===== src/rtl/mmc_cmd_pkg.sv =====
// Shared opcodes, phase and kind types, and the status-word helpers
// for the command engine. Assumes 6-bit opcodes and 32-bit arguments.
package mmc_cmd_pkg;

    localparam logic [5:0] OP_SWITCH = 6'd6;
    localparam logic [5:0] OP_SELECT = 6'd7;
    localparam logic [5:0] OP_ECHO   = 6'd8;
    localparam logic [5:0] OP_CSD    = 6'd9;
    localparam logic [5:0] OP_STOP   = 6'd12;
    localparam logic [5:0] OP_STATUS = 6'd13;
    localparam logic [5:0] OP_BLKLEN = 6'd16;
    localparam logic [5:0] OP_RD1    = 6'd17;
    localparam logic [5:0] OP_RDN    = 6'd18;
    localparam logic [5:0] OP_WR1    = 6'd24;
    localparam logic [5:0] OP_WRN    = 6'd25;
    localparam logic [5:0] OP_OPCOND = 6'd41;
    localparam logic [5:0] OP_SCR    = 6'd51;
    localparam logic [5:0] OP_APP    = 6'd55;

    localparam logic [3:0] CS_STANDBY  = 4'd3;
    localparam logic [3:0] CS_TRANSFER = 4'd4;
    localparam logic [3:0] CS_SENDING  = 4'd5;

    localparam logic [31:0] OPCOND_WORD = 32'h80FF_8000;
    localparam logic [31:0] SW_ARG_LO   = 32'h00FF_FFF1;
    localparam logic [31:0] SW_ARG_HI   = 32'h80FF_FFF1;

    localparam int SW_LEN   = 64;
    localparam int SCR_LEN  = 8;
    localparam int IDX_W    = $clog2(SW_LEN);
    localparam int SW_MARK  = 13;

    typedef enum logic [2:0] {
        K_PLAIN, K_READ, K_WRITE, K_SWDATA, K_SCRDATA
    } kind_t;

    typedef enum logic [2:0] {
        PH_IDLE, PH_DIV, PH_MOVE, PH_STREAM, PH_FIN
    } phase_t;

    // Builds a status word: state code at 12:9, ready at 8, app flag at 5.
    function automatic logic [31:0] status_word(input logic [3:0] st, input logic app);
        status_word = (32'(st) << 9) | 32'h0000_0100 | (app ? 32'h0000_0020 : 32'h0);
    endfunction

    // Classifies an opcode and argument into its completion behaviour.
    function automatic kind_t kind_of(input logic [5:0] op, input logic [31:0] arg);
        case (op)
            OP_RD1, OP_RDN: kind_of = K_READ;
            OP_WR1, OP_WRN: kind_of = K_WRITE;
            OP_SWITCH:      kind_of = (arg == SW_ARG_LO || arg == SW_ARG_HI) ? K_SWDATA : K_PLAIN;
            OP_SCR:         kind_of = K_SCRDATA;
            default:        kind_of = K_PLAIN;
        endcase
    endfunction

endpackage


===== src/rtl/mmc_resp_table.sv =====
// Response word table: maps a latched opcode and argument to the four
// response words. Purely combinational; assumes csd_in is held steady
// by its encoder while the command completes.
module mmc_resp_table
    import mmc_cmd_pkg::*;
(
    input  logic [5:0]   op,
    input  logic [31:0]  arg,
    input  logic [127:0] csd_in,
    output logic [127:0] resp
);

    // Selects the response words for the opcode; unknown opcodes give zero.
    always_comb begin
        resp = '0;
        case (op)
            OP_CSD:                        resp = csd_in;
            OP_ECHO:                       resp[31:0] = arg;
            OP_OPCOND:                     resp[31:0] = OPCOND_WORD;
            OP_SELECT:                     resp[31:0] = status_word(CS_STANDBY, 1'b0);
            OP_STOP:                       resp[31:0] = status_word(CS_SENDING, 1'b0);
            OP_SWITCH, OP_SCR, OP_APP:     resp[31:0] = status_word(CS_TRANSFER, 1'b1);
            OP_STATUS, OP_BLKLEN,
            OP_RD1, OP_RDN, OP_WR1, OP_WRN: resp[31:0] = status_word(CS_TRANSFER, 1'b0);
            default:                       resp = '0;
        endcase
    end

endmodule


===== src/rtl/mmc_sector_div.sv =====
// Restoring divider, one quotient bit per cycle. Converts a byte offset
// into a sector number. Takes W cycles after start; done pulses one
// cycle with the quotient valid. A zero divisor yields all ones.
module mmc_sector_div #(
    parameter int W  = 32,
    parameter int DW = 16
) (
    input  logic          clk,
    input  logic          rst_n,
    input  logic          start,
    input  logic [W-1:0]  dividend,
    input  logic [DW-1:0] divisor,
    output logic [W-1:0]  quotient,
    output logic          done
);

    localparam int CW = $clog2(W + 1);

    logic [W:0]    rem_q;
    logic [W-1:0]  quo_q;
    logic [DW-1:0] dsr_q;
    logic [CW-1:0] left_q;
    logic          run_q;
    logic          done_q;
    logic [W:0]    shifted;
    logic [W:0]    dsr_ext;

    assign shifted  = {rem_q[W-1:0], quo_q[W-1]};
    assign dsr_ext  = (W + 1)'(dsr_q);
    assign quotient = quo_q;
    assign done     = done_q;

    // Loads operands on start, then shifts and subtracts once per cycle.
    always_ff @(posedge clk) begin
        if (!rst_n) begin
            rem_q  <= '0;
            quo_q  <= '0;
            dsr_q  <= '0;
            left_q <= '0;
            run_q  <= 1'b0;
            done_q <= 1'b0;
        end else begin
            done_q <= 1'b0;
            if (start) begin
                rem_q  <= '0;
                quo_q  <= dividend;
                dsr_q  <= divisor;
                left_q <= CW'(W);
                run_q  <= 1'b1;
            end else if (run_q) begin
                if (shifted >= dsr_ext) begin
                    rem_q <= shifted - dsr_ext;
                    quo_q <= {quo_q[W-2:0], 1'b1};
                end else begin
                    rem_q <= shifted;
                    quo_q <= {quo_q[W-2:0], 1'b0};
                end
                left_q <= left_q - 1'b1;
                if (left_q == CW'(1)) begin
                    run_q  <= 1'b0;
                    done_q <= 1'b1;
                end
            end
        end
    end

endmodule


===== src/rtl/mmc_blob_gen.sv =====
// Fixed data block generator for the switch-status and configuration
// replies. Gives the byte at an index and flags the final index.
// Combinational; assumes kind is one of the two streaming kinds when used.
module mmc_blob_gen
    import mmc_cmd_pkg::*;
(
    input  kind_t            kind,
    input  logic [IDX_W-1:0] idx,
    output logic [7:0]       data,
    output logic             last
);

    // Picks the byte value and end marker for the active block.
    always_comb begin
        data = 8'h00;
        last = 1'b0;
        if (kind == K_SWDATA) begin
            data = (idx == IDX_W'(SW_MARK)) ? 8'h02 : 8'h00;
            last = (idx == IDX_W'(SW_LEN - 1));
        end else if (kind == K_SCRDATA) begin
            case (idx)
                IDX_W'(0): data = 8'h02;
                IDX_W'(1): data = 8'h25;
                default:   data = 8'h00;
            endcase
            last = (idx == IDX_W'(SCR_LEN - 1));
        end
    end

endmodule


===== src/rtl/mmc_cmd_engine.sv =====
// Command decoder and response generator. Accepts one command at a time,
// converts transfer addresses, hands transfers to an external mover and
// streams the short fixed data blocks. Assumes the mover answers each
// mv_start with one mv_done pulse and csd inputs are steady per command.
module mmc_cmd_engine
    import mmc_cmd_pkg::*;
#(
    parameter int LEN_W      = 16,
    parameter int CNT_W      = 16,
    parameter int DEF_BLKLEN = 512
) (
    input  logic               clk,
    input  logic               rst_n,
    input  logic               cmd_valid,
    input  logic [31:0]        cmd_word,
    input  logic [31:0]        cmd_arg,
    input  logic               cnt_wr,
    input  logic [CNT_W-1:0]   cnt_val,
    input  logic [127:0]       csd_words,
    input  logic               csd_hicap,
    output logic               busy,
    output logic [127:0]       resp_words,
    output logic               end_cmd,
    output logic               end_data,
    output logic               addr_misalign,
    output logic               card_hicap,
    output logic               mv_start,
    output logic               mv_write,
    output logic [31:0]        mv_sector,
    output logic [CNT_W-1:0]   mv_count,
    input  logic               mv_done,
    output logic               dat_valid,
    output logic [5:0]         dat_idx,
    output logic [7:0]         dat_byte
);

    localparam int ALIGN_BITS = 9;

    phase_t             phase_q;
    logic [5:0]         op_q;
    logic [31:0]        arg_q;
    kind_t              kind_q;
    logic [LEN_W-1:0]   blklen_q;
    logic [CNT_W-1:0]   blkcnt_q;
    logic               hicap_q;
    logic               mis_q;
    logic               mis_out_q;
    logic [IDX_W-1:0]   idx_q;
    logic [127:0]       resp_q;
    logic               end_cmd_q;
    logic               end_data_q;
    logic               mv_start_q;
    logic               mv_write_q;
    logic [31:0]        mv_sector_q;
    logic [CNT_W-1:0]   mv_count_q;

    logic [5:0]         new_op;
    kind_t              new_kind;
    logic               new_xfer;
    logic               accept;
    logic               div_start;
    logic [31:0]        div_quo;
    logic               div_done;
    logic [127:0]       tbl_resp;
    logic [7:0]         blob_byte;
    logic               blob_last;

    assign new_op    = cmd_word[5:0];
    assign new_kind  = kind_of(new_op, cmd_arg);
    assign new_xfer  = (new_kind == K_READ) || (new_kind == K_WRITE);
    assign accept    = cmd_valid && (phase_q == PH_IDLE);
    assign div_start = accept && new_xfer && !hicap_q;

    mmc_resp_table u_table (
        .op     (op_q),
        .arg    (arg_q),
        .csd_in (csd_words),
        .resp   (tbl_resp)
    );

    mmc_sector_div #(.W(32), .DW(LEN_W)) u_div (
        .clk      (clk),
        .rst_n    (rst_n),
        .start    (div_start),
        .dividend (cmd_arg),
        .divisor  (blklen_q),
        .quotient (div_quo),
        .done     (div_done)
    );

    mmc_blob_gen u_blob (
        .kind (kind_q),
        .idx  (idx_q),
        .data (blob_byte),
        .last (blob_last)
    );

    // Sequences one command from acceptance to its completion pulse.
    always_ff @(posedge clk) begin
        if (!rst_n) begin
            phase_q     <= PH_IDLE;
            op_q        <= '0;
            arg_q       <= '0;
            kind_q      <= K_PLAIN;
            blklen_q    <= LEN_W'(DEF_BLKLEN);
            blkcnt_q    <= CNT_W'(1);
            hicap_q     <= 1'b0;
            mis_q       <= 1'b0;
            mis_out_q   <= 1'b0;
            idx_q       <= '0;
            resp_q      <= '0;
            end_cmd_q   <= 1'b0;
            end_data_q  <= 1'b0;
            mv_start_q  <= 1'b0;
            mv_write_q  <= 1'b0;
            mv_sector_q <= '0;
            mv_count_q  <= '0;
        end else begin
            end_cmd_q  <= 1'b0;
            end_data_q <= 1'b0;
            mv_start_q <= 1'b0;
            if (cnt_wr) begin
                blkcnt_q <= cnt_val + CNT_W'(1);
            end
            case (phase_q)
                PH_IDLE: begin
                    if (accept) begin
                        op_q   <= new_op;
                        arg_q  <= cmd_arg;
                        kind_q <= new_kind;
                        resp_q <= '0;
                        mis_q  <= new_xfer && !hicap_q && (cmd_arg[ALIGN_BITS-1:0] != '0);
                        if (new_xfer) begin
                            mv_write_q <= (new_kind == K_WRITE);
                            if (new_op == OP_RD1 || new_op == OP_WR1) begin
                                blkcnt_q   <= CNT_W'(1);
                                mv_count_q <= CNT_W'(1);
                            end else begin
                                mv_count_q <= blkcnt_q;
                            end
                            if (hicap_q) begin
                                mv_sector_q <= cmd_arg;
                                mv_start_q  <= 1'b1;
                                phase_q     <= PH_MOVE;
                            end else begin
                                phase_q <= PH_DIV;
                            end
                        end else if (new_kind == K_SWDATA || new_kind == K_SCRDATA) begin
                            idx_q   <= '0;
                            phase_q <= PH_STREAM;
                        end else begin
                            phase_q <= PH_FIN;
                        end
                    end
                end
                PH_DIV: begin
                    if (div_done) begin
                        mv_sector_q <= div_quo;
                        mv_start_q  <= 1'b1;
                        phase_q     <= PH_MOVE;
                    end
                end
                PH_MOVE: begin
                    if (mv_done && !mv_start_q) begin
                        phase_q <= PH_FIN;
                    end
                end
                PH_STREAM: begin
                    if (blob_last) begin
                        phase_q <= PH_FIN;
                    end else begin
                        idx_q <= idx_q + 1'b1;
                    end
                end
                PH_FIN: begin
                    resp_q     <= tbl_resp;
                    end_cmd_q  <= 1'b1;
                    end_data_q <= (kind_q != K_PLAIN);
                    mis_out_q  <= mis_q;
                    if (op_q == OP_CSD) begin
                        hicap_q <= csd_hicap;
                    end
                    if (op_q == OP_BLKLEN) begin
                        blklen_q <= arg_q[LEN_W-1:0];
                    end
                    phase_q <= PH_IDLE;
                end
                default: phase_q <= PH_IDLE;
            endcase
        end
    end

    assign busy          = (phase_q != PH_IDLE);
    assign resp_words    = resp_q;
    assign end_cmd       = end_cmd_q;
    assign end_data      = end_data_q;
    assign addr_misalign = mis_out_q;
    assign card_hicap    = hicap_q;
    assign mv_start      = mv_start_q;
    assign mv_write      = mv_write_q;
    assign mv_sector     = mv_sector_q;
    assign mv_count      = mv_count_q;
    assign dat_valid     = (phase_q == PH_STREAM);
    assign dat_idx       = 6'(idx_q);
    assign dat_byte      = blob_byte;

endmodule


===== config.mk =====
export PLATFORM = sky130hd
export DESIGN_NAME = mmc_cmd_engine
export DESIGN_NICKNAME = d
export VERILOG_FILES = /design/src/rtl/mmc_cmd_pkg.sv /design/src/rtl/mmc_resp_table.sv /design/src/rtl/mmc_sector_div.sv /design/src/rtl/mmc_blob_gen.sv /design/src/rtl/mmc_cmd_engine.sv
export SDC_FILE = /design/constraint.sdc
export NUM_CORES = 1
export LEC_CHECK = 0
export ABC_AREA = 1
export BUFFER_PORTS_ARGS = -buffer_cell sky130_fd_sc_hd__buf_2
export CAP_MARGIN = 40
export CELL_PAD_IN_SITES_DETAIL_PLACEMENT = 1
export CELL_PAD_IN_SITES_GLOBAL_PLACEMENT = 1
export CORE_ASPECT_RATIO = 0.75
export CORE_MARGIN = 2
export CORE_UTILIZATION = 41
export DETAILED_ROUTE_END_ITERATION = 16
export PLACE_DENSITY = 0.85
export SYNTH_ARGS = -nofsm -noshare
export SYNTH_HDL_FRONTEND = slang
export SYNTH_SLANG_ARGS = --single-unit

===== constraint.sdc =====
create_clock -name clk -period 3.5 [get_ports clk]
set_input_delay 0.7 -clock clk [delete_from_list [all_inputs] [get_ports clk]]
set_output_delay 0.7 -clock clk [all_outputs]
set_load 0.005 [all_outputs]

Word-level counts from Yosys, hierarchy flattened:

Cells that the tools add are included.

* output and inout bits: 198
* bits in registers: 353

* $add $sub $neg: 4
* multiplexer cells: 52
* order comparisons: 1
* reduce and logical (&&, ||, !) cells: 36
* bitwise gates (word level): 2
* eq/ne operators: 46

Operators by type and width (count)
* 128-bit one-hot mux with 2 select lines: 1
* 32-bit two-way mux: 7
* 32-bit one-hot mux with 7 select lines: 1
* 128-bit two-way mux: 1
* 16-bit two-way mux: 6
* 96-bit two-way mux: 1
* 32-bit one-hot mux with 2 select lines: 1
* 6-bit by 5-bit == test with 1-bit output (second input constant): 9
* 6-bit two-way mux: 6
* 33-bit by 16-bit >= comparator with 1-bit output: 1
* 32-bit by 24-bit == test with 1-bit output (second input constant): 1
* 32-bit == test (second input constant): 1
* 32-bit by 16-bit subtractor with 32-bit output: 1
* 6-bit by 4-bit == test with 1-bit output (second input constant): 5
* 6-bit == test (second input constant): 5
* 6-bit by 3-bit == test with 1-bit output (second input constant): 4
* 3-bit one-hot mux with 4 select lines: 2
* 6-bit one-hot mux with 2 select lines: 2
* 3-bit two-way mux: 6
* 16-bit by 1-bit adder with 16-bit output (second input constant): 1
* 8-bit two-way mux: 2
* 3-bit by 2-bit == test with 1-bit output (second input constant): 5
* 6-bit by 1-bit == test with 1-bit output (second input constant): 2
* 1-bit two-way mux: 12
* 24 further kinds: 58

Logic depth before layout (Yosys ltp):

Gate-level depths: netlist of the first run.

* depth after elaboration: 10
* depth in mapped cells: 15
* mapped depth without buffers: 15

Modules after synthesis:

Synthesis of the first run repeated with hierarchy kept, for this count alone.

* cells, all modules: 2276
* area total of the unflattened synthesis: 17083.9 um^2

By module, submodules not included
* mmc_cmd_engine: times used 1, cells an instance 1091, area an instance 10133.5 um^2
* mmc_sector_div: times used 1, cells an instance 834, area an instance 5375.2 um^2
* mmc_resp_table: times used 1, cells an instance 315, area an instance 1402.6 um^2
* mmc_blob_gen: times used 1, cells an instance 36, area an instance 172.7 um^2

Worst setup path after synthesis of the first run:

Ideal clock, no wire load.

* kind: input to register
* from: in cmd_word[4]
* to: reg u_div.rem_q[30]
* setup time: 0.128 ns
* data required time: 3.372 ns
* path slack: 1.498 ns
* arrival: 1.873 ns
* cell stages on the path: 12
* path buffers: 1
* cells stage by stage: inv_1 -> nor2_1 -> nand3_1 -> nand3_2 -> nand2_1 -> inv_1 -> nand2_1 -> nand2_1 -> inv_2 -> buf_2 -> o21ai_1 -> a21oi_1

* cells in the longest elaborated chain, start to end: 8
* elaborated cells on any way between the ends: 15
* classes of those cells: eq/ne: 8; mux: 1; reduce/logical: 6

RTL lines
* start: declaration: RTL line mmc_cmd_engine.sv:15 `input logic [31:0] cmd_word,`
* 6-bit by 5-bit == test with 1-bit output: RTL line mmc_cmd_pkg.sv:48 `case (op)`
* 2-bit OR reduction: RTL line mmc_cmd_pkg.sv:48
* 3-bit one-hot mux with 4 select lines *: RTL line mmc_cmd_pkg.sv:48
* 3-bit by 1-bit == test with 1-bit output or 3-bit by 2-bit == test with 1-bit output (tied branches): RTL line mmc_cmd_engine.sv:70 `assign new_xfer = (new_kind == K_READ) || (new_kind == K_WRITE);`
* 1-bit logical OR *: RTL line mmc_cmd_engine.sv:70
* 1-bit logical AND * (2 in a row): RTL line mmc_cmd_engine.sv:72 `assign div_start = accept && new_xfer && !hicap_q;`
* 2-bit OR reduction (no source line) *
* end signal: assignment: RTL line mmc_sector_div.sv:52 `rem_q <= shifted - dsr_ext;`
* end signal: assignment: RTL line mmc_sector_div.sv:55 `rem_q <= shifted;`
* end: declaration: RTL line mmc_sector_div.sv:19 `logic [W:0] rem_q;`

Mark *: on every way between the ends. The rest lies on a longest branch, timed or not.
A chain may end at the register's enable or synchronous reset.

Worst setup path in the final report of the first run:

* from: reg u_div.dsr_q[6]
* to: reg u_div.rem_q[3]

* cells in the longest elaborated chain, start to end: 2

RTL lines
* start: declaration: RTL line mmc_sector_div.sv:21 `logic [DW-1:0] dsr_q;`
* start signal: assignment: RTL line mmc_sector_div.sv:47 `dsr_q <= divisor;`
* 33-bit by 16-bit >= comparator with 1-bit output: RTL line mmc_sector_div.sv:51 `if (shifted >= dsr_ext) begin`
* 32-bit two-way mux: RTL line mmc_sector_div.sv:51

No other way between the ends.

==> results.toml, run 1 <==
[finish]
layout-area-overhead-vs-synth_pct = 22.02
postLayoutCoreUtil_pct = 51.06
stdcell_area_mm2 = 0.01965
final_layout_size_suffix_gt1_share_pct = 19.31
final.fill_count = 5046
final_cells = 3126
finish.net_count = 2808

[clocking]
tritoncts = "yes"
cts-htree-levels = 2
cts.repair_timing.setup_buffer_count = 0
cts_max_path_buffers = 3
clk_pin_slew_ns = 0.06
clk-insertion-delay-late_ns = 0.55
cts_hold_repair.buffers = 0
cts_buffers = 38
ctsResizeCount = 0
clock-sinks = 353
clockRootBuffer = "clkbuf_16"

[placement]
placed_area_mm2 = 0.01835
placedCellCount = 3043
place_congestion = 0.9276
place.detailed.hpwl_um = 42760
place.port_buffers = 381
place_worst_setup_slack_ns = 0.7127

[yosys]
ys_seq_area_share_pct = 43.89
synth.avg_cell_area_um2 = 7.149
synth_top_cells_by_area = "dfxtp_1 (44%), nand2_1 (14%), a21oi_1 (8.7%)"
postSynthRegisterBits = 353
yosys-top-cells-count = "nand2_1 (618), dfxtp_1 (353), a21oi_1 (279)"
post_synth_num_cell_types = 45
post_synth_instance_area_mm2 = 0.01610
synthArstFlopShare_pct = 0
synth-main-ff-cell = "dfxtp_1"
synth_top_area_share_pct = 43.89
synthMostInstantiatedCell = "nand2_1"
synth_area_leader_cell = "dfxtp_1"
synth_enable_flop_cells = 0
synthesis.instances = 2252
ys_warn_count = 0

[route]
firstDrtPassIters = 5
drt_first_iter_violations = 1072
drt-total-wl_um = 59360
drc = 0
antenna_left = 0
viasPerCell = 5.408
detailroute.via_count = 16906
wire_per_inst_um = 18.99

[timing]
max_slew.worst_pin.slew_ns = 0.9267
finalSetupViolations = 0
totalNegativeSetupSlack_ns = 0
layout_min_cycle_time_ns = 2.736
final_critical_path_setup_slack_ns = 0.7639
final.period_utilization_pct = 78.17
final.hold.worst_slack_ns = 0.4040
maximum_clock_rate_ghz = 0.3655
setup_repair_after_global_routing_missed_its_margin = "no"
final.setup_skew_ns = 0.01504
hold_viol = 0
maxSlewHeadroom_pct = 38.15
slew_violations = 0

[power]
leakagePower_nw = 8.675
power.density_mw_per_mm2 = 601.5
ir_worst_vdd_v = 0.0004209
post-layout-total-power_mw = 11.82

[worst_setup_path]
worst_r2r_startpoint = "u_div.dsr_q[6]$_SDFFE_PN0P_"
timing.critical_path.arrival_ns = 3.16
critical_path.startpoint_type = "flip-flop"
reg2regPathDepth = 12
regToRegSetupSlack_ns = 0.76
cp_max_fo = 30
setup.worst_path.end_class = "flip-flop"
r2r-end = "u_div.rem_q[3]$_SDFFE_PP0P_"
crit_type = "flip-flop to flip-flop"
cp-startpoint = "u_div.dsr_q[6]$_SDFFE_PN0P_"
cp.required_ns = 3.92

[die]
core_area_mm2 = 0.03848
die_width_um = 232.8
initial_core_util_pct = 41.84
die_height_um = 175.6
die_area_mm2 = 0.04089
rows = 62
top_level_ports = 412

[min_path]
holdCritStartpoint = "csd_words[42]"
min_delay_worst_endpoint = "resp_words[42]$_SDFFE_PN0P_"
hp-class = "input pin to flip-flop"
min_delay_path_depth = 3

[global_route]
grt_overflow = 0
grt_start_max_net_pins = 127
initial_antenna_violation_count = 16
grt_pass1_vias = 17029
globalRouteTotalUtil_pct = 28.16
grt_pass1_wl_um = 92810

[run_status]
status = "completed"

[job]
cap_viol_max_count = 0
-- report_power, final --
| part | total, mW | internal [mW] | switching, mW |
|---|---|---|---|
| Sequential | 4.50 | 4.28 | 0.218 |
| Combinational | 3.21 | 0.922 | 2.29 |
| Clock | 4.11 | 2.38 | 1.73 |
| Total | 11.8 | 7.58 | 4.24 |
-- kinds of logic (layout without fill, tap and decap cells) --
family                     count (synthesis)  count (layout)  share of synthesized area (%)
muxes                                     28              28                          1.741
adders and majority gates                 23              23                          1.834
DFF                                      353             353                          43.89
buffers and inverters                    326             671                          8.393
AOI/OAI and AO/OA                        530             530                          17.97
and+or+nand+nor                          975             975                          25.28
xor gates and xnor gates                  16              16                         0.8704
other                                      1              18                        0.02329
-- critical path, cell delays in order, from the launching register on --
cell and delay [ns]:
dfxtp_1 0.32, inv_1 0.10, ha_1 0.37, nand2_1 0.14, nor2_1 0.17, nand3_1 0.10, nand3_1 0.21, nand2_1 0.33
nand3_1 0.19, buf_4 0.36, nand2_1 0.14, nand3_1 0.10, a21oi_1 0.08
-- layout make-up --
type,count,area (µm²),share of cell area [%]
Tap cell,512,640.6,3.261
Clock buffer,56,1120,5.700
Antenna cell,14,35.03,0.1783
Sequential cell,353,7068,35.98
Clock inverter,13,137.6,0.7005
Timing Repair Buffer,408,2202,11.21
Inverter,194,733.2,3.732
Multi-Input combinational cell,1576,7710,39.24
-- sequential cells by signal, summed over array words and instances (netlist names), 3 cells and up --
name and count:
mv_count 16, u_div.dsr_q 16, u_div.rem_q 32, phase_q 3, resp_words 128, arg_q 32, dat_idx 6, blklen_q 16
mv_sector 32, kind_q 3, blkcnt_q 16, u_div.left_q 6, u_div.quotient 32, op_q 6
-- placed cells by master, fill, tap and decap left out, types with 5 or more instances in the layout --
cell	instances
nand2_1	617
buf_2	380
dfxtp_1	352
a21oi_1	279
inv_1	183
o21ai_0	145
nor2_1	136
nand3_1	121
nand4_1	42
clkbuf_16	39
a31oi_1	30
nor3_1	29
mux2i_1	28
ha_1	22
buf_4	22
a211oi_1	20
o211ai_1	19
a32oi_1	17
diode_2	14
inv_2	9
xnor2_1	9
o21ai_1	9
clkbuf_1	9
clkinv_2	9
nand3b_1	8
clkbuf_8	8
xor2_1	7
nor2_2	5
or2_2	5
-- how the worst max path moves through the flow --
stage                     slack (ns)  cells past startpoint                      endpoint
after floorplan                 1.50                     12  u_div.rem_q[30]$_SDFFE_PP0P_
after CTS                       0.78                     12   u_div.rem_q[3]$_SDFFE_PP0P_
after global placement          0.84                     12        blkcnt_q[4]$_SDFF_PN0_
after detailed placement        0.71                     12       blkcnt_q[14]$_SDFF_PN0_
final                           0.76                     12   u_div.rem_q[3]$_SDFFE_PP0P_
after global routing            0.53                     12   u_div.rem_q[3]$_SDFFE_PP0P_
-- metal layers --
metal	vias to the layer above	track usage (%)	routed length, µm
li1	8117	-	-
met1	8206	36.65	25950
met2	440	46.39	27860
met3	135	5.292	3290
met4	8	10.59	2209
met5	-	0	48
No activity file was read; power rests on OpenSTA's default activity.
==> run 2, diff against run 1 <==
ABC_AREA = 0   (was 1)
CORE_UTILIZATION = 40   (was 41)
PLACE_DENSITY = 0.8   (was 0.85)
clock period = 2.8 ns   (was 3.5 ns; I/O delays follow)
==> results.toml, run 2 <==
[worst_setup_path]
critical-path-slowest-cell = "fa_1"
timing.critical_path.arrival_ns = 3.18
setup.worst_path.end_class = "flip-flop"
crit_path_max_cell_delay_ns = 0.43
cp_common_cell = "a21o_1"
cp_max_fo = 9
cp_cell_sequence = "inv_1 > ha_1 > fa_1 > nand2b_1 > a21o_1 > a21o_1 > a21oi_1 > a211oi_4 > buf_12 > a31o_1 > a31oi_1"
crit_type = "flip-flop to flip-flop"
critical_path.startpoint_type = "flip-flop"
cp.required_ns = 3.26

[timing]
finalSetupViolations = 0
final.period_utilization_pct = 97.28
maxSlewHeadroom_pct = 45.32
final.setup_skew_ns = 0.02389
max_slew.worst_pin.slew_ns = 0.8201
hold_viol = 0
layout_min_cycle_time_ns = 2.724
slew_violations = 0
setup_repair_after_global_routing_missed_its_margin = "yes"
maximum_clock_rate_ghz = 0.3671

[route]
viasPerCell = 5.443
drt-total-wl_um = 52290
antenna_left = 0
drc = 0
detailroute.via_count = 14403
drt_first_iter_violations = 942
firstDrtPassIters = 6
wire_per_inst_um = 19.76

[power]
power_frac_seq_pct = 46.2
ir_worst_vdd_v = 0.0005199
leakagePower_nw = 8.799
fraction_of_power_consumed_by_the_clock_network_pct = 42.2
total_switching_power_mw = 2.960
p_comb_share_pct = 11.6
swShare_pct = 26.20
internal-power_mw = 8.336
power.density_mw_per_mm2 = 575.9

[placement]
placedCellCount = 2566
place_congestion = 0.8513
placed_area_mm2 = 0.01835
place.detailed.hpwl_um = 37310
place.port_buffers = 381

[yosys]
synth_enable_flop_cells = 0
synth-main-ff-cell = "dfxtp_1"
synthesis.instances = 1759
post_synth_num_cell_types = 74
postSynthRegisterBits = 353
synth_top_area_share_pct = 44.42
post_synth_instance_area_mm2 = 0.01591
synth.avg_cell_area_um2 = 9.044
synthArstFlopShare_pct = 0
yosys-top-cells-count = "dfxtp_1 (353), nand2_1 (264), nor2b_1 (147)"
ys_warn_count = 0
synth_area_leader_cell = "dfxtp_1"
synth_top_cells_by_area = "dfxtp_1 (44%), nand2_1 (6.2%), mux2i_1 (6.2%)"
ys_seq_area_share_pct = 44.42
synthMostInstantiatedCell = "dfxtp_1"

[finish]
largest_register_ff_count = 128
final_cells = 2646
finish.net_count = 2326
final.fill_count = 4629
commonest_non_fill_non_tap_cells_in_the_layout = "buf_2 (380), dfxtp_1 (352), nand2_1 (264)"
layout_commonest_cell = "buf_2"
stdcell_area_mm2 = 0.01961
layout-area-overhead-vs-synth_pct = 23.28
final_layout_size_suffix_gt1_share_pct = 24.65

[global_route]
grt_pass1_wl_um = 79790
grt_overflow = 0
grt_start_max_net_pins = 166
grt_pass1_vias = 14510
globalRouteTotalUtil_pct = 24.07
initial_antenna_violation_count = 13

[clocking]
clk-insertion-delay-late_ns = 0.55
clock-sinks = 353
clk_pin_slew_ns = 0.06
cts-htree-levels = 2
clockRootBuffer = "clkbuf_16"
cts_max_path_buffers = 3
tritoncts = "yes"
cts_buffers = 37

[die]
initial_core_util_pct = 40.45
die_area_mm2 = 0.04140
die_width_um = 234.3
rows = 63
core_area_mm2 = 0.03933
top_level_ports = 412
die_height_um = 176.7

[min_path]
hp-class = "input pin to flip-flop"

[run_status]
status = "completed"

[job]
cap_viol_max_count = 0
==> run 2: changes by cell type after synthesis, sizes merged, moves of 26 or more <==
cell | before | now
nand3 | 122 | 35
a31oi | 30 | 4
inv | 193 | 30
o211a | 0 | 64
a21boi | 0 | 68
nand4 | 42 | 15
nor2 | 143 | 66
o21ai | 154 | 53
mux2i | 28 | 98
a21oi | 280 | 61
a22oi | 2 | 108
nor2b | 0 | 147
nand2 | 621 | 265
==> run 2: power by group through the flow <==
stage          sequential [mW]  clock, mW  combinational [mW]
5_1_grt                   5.23       5.06                1.43
3_5_place_dp              5.33          0                1.24
3_3_place_gp              5.32          0                1.20
6_report                  5.22       4.77                1.31
4_1_cts                   5.22       4.87                1.25
2_1_floorplan             5.28          0               0.796
==> run 2: area by class of cell <==
type	count	area, µm²	share of cell area [%]
multi-input combinational	1238	8189	41.75
tap	520	650.6	3.317
timing repair buffer	429	2411	12.29
antenna	12	30.03	0.1531
clock buffer	55	1075	5.480
sequential	353	7071	36.05
clock inverter	9	73.82	0.3764
inverter	30	112.6	0.5742
==> run 2: final timing paths <==
path | from | endpoint | slack (ns) | depth (start not counted)
worst max-delay path | u_div.quotient[31]$_SDFFE_PN0P_ | u_div.rem_q[24]$_SDFFE_PP0P_ | 0.08 | 11
worst min-delay path | csd_words[60] | resp_words[60]$_SDFFE_PN0P_ | 0.29 | 3
worst max register to register | u_div.quotient[31]$_SDFFE_PN0P_ | u_div.rem_q[24]$_SDFFE_PP0P_ | 0.08 | 11
worst min register to register | mv_count[10]$_SDFFE_PN0P_ | mv_count[10]$_SDFFE_PN0P_ | 0.45 | 2
==> run 2: critical path: cells and delay by family (launching register included) <==
| kind | cells | cell delay (ns) |
|---|---|---|
| AO/OA/AOI/OAI | 6 | 1.17 |
| adder cells (fa/ha/maj) | 2 | 0.68 |
| flip-flops | 1 | 0.33 |
| buffers and inverters | 2 | 0.25 |
| AND/OR/NAND/NOR | 1 | 0.19 |
==> run 2: routing by layer <==
layer	wire length (µm)	up-vias	GRT usage, %
li1	-	6866	-
met1	22550	7058	30.63
met2	24990	357	39.74
met3	2894	116	5.493
met4	1810	6	8.940
met5	38	-	0
==> run 2: cells by family (layout without fill, tap and decap cells) <==
kind of cell,count (synthesis),count (layout),share of synthesized area (%)
mux,100,100,6.307
simple gates,621,621,19.54
fa+ha+maj,23,23,1.856
flops,353,353,44.42
compound gates,442,442,20.74
other cells,1,16,0.02357
buf+inv,171,523,4.467
xor+xnor,48,48,2.643
==> run 2: timing repair <==
action,in CTS,in global routing
hold buffers,0,0
endpoints found under the setup margin,0,20
setup buffers,0,4
hold endpoints to repair,0,0
resized for setup,0,7
==> run 2: per-stage QoR <==
stage | setup TNS [ns] | hold slack (ns) | power, mW | utilization [%] | setup slack (ns)
floorplan | 0 | 0.4304 | 6.074 | - | 0.4151
global placement | 0 | 0.4364 | 6.521 | 46.66 | 0.1605
detailed placement | 0 | 0.4482 | 6.570 | 46.66 | 0.1072
CTS | 0 | 0.2663 | 11.33 | 49.58 | 0.08954
global route | -0.04870 | 0.2921 | 11.72 | 49.82 | -0.02199
finish | 0 | 0.2895 | 11.30 | 49.86 | 0.07611
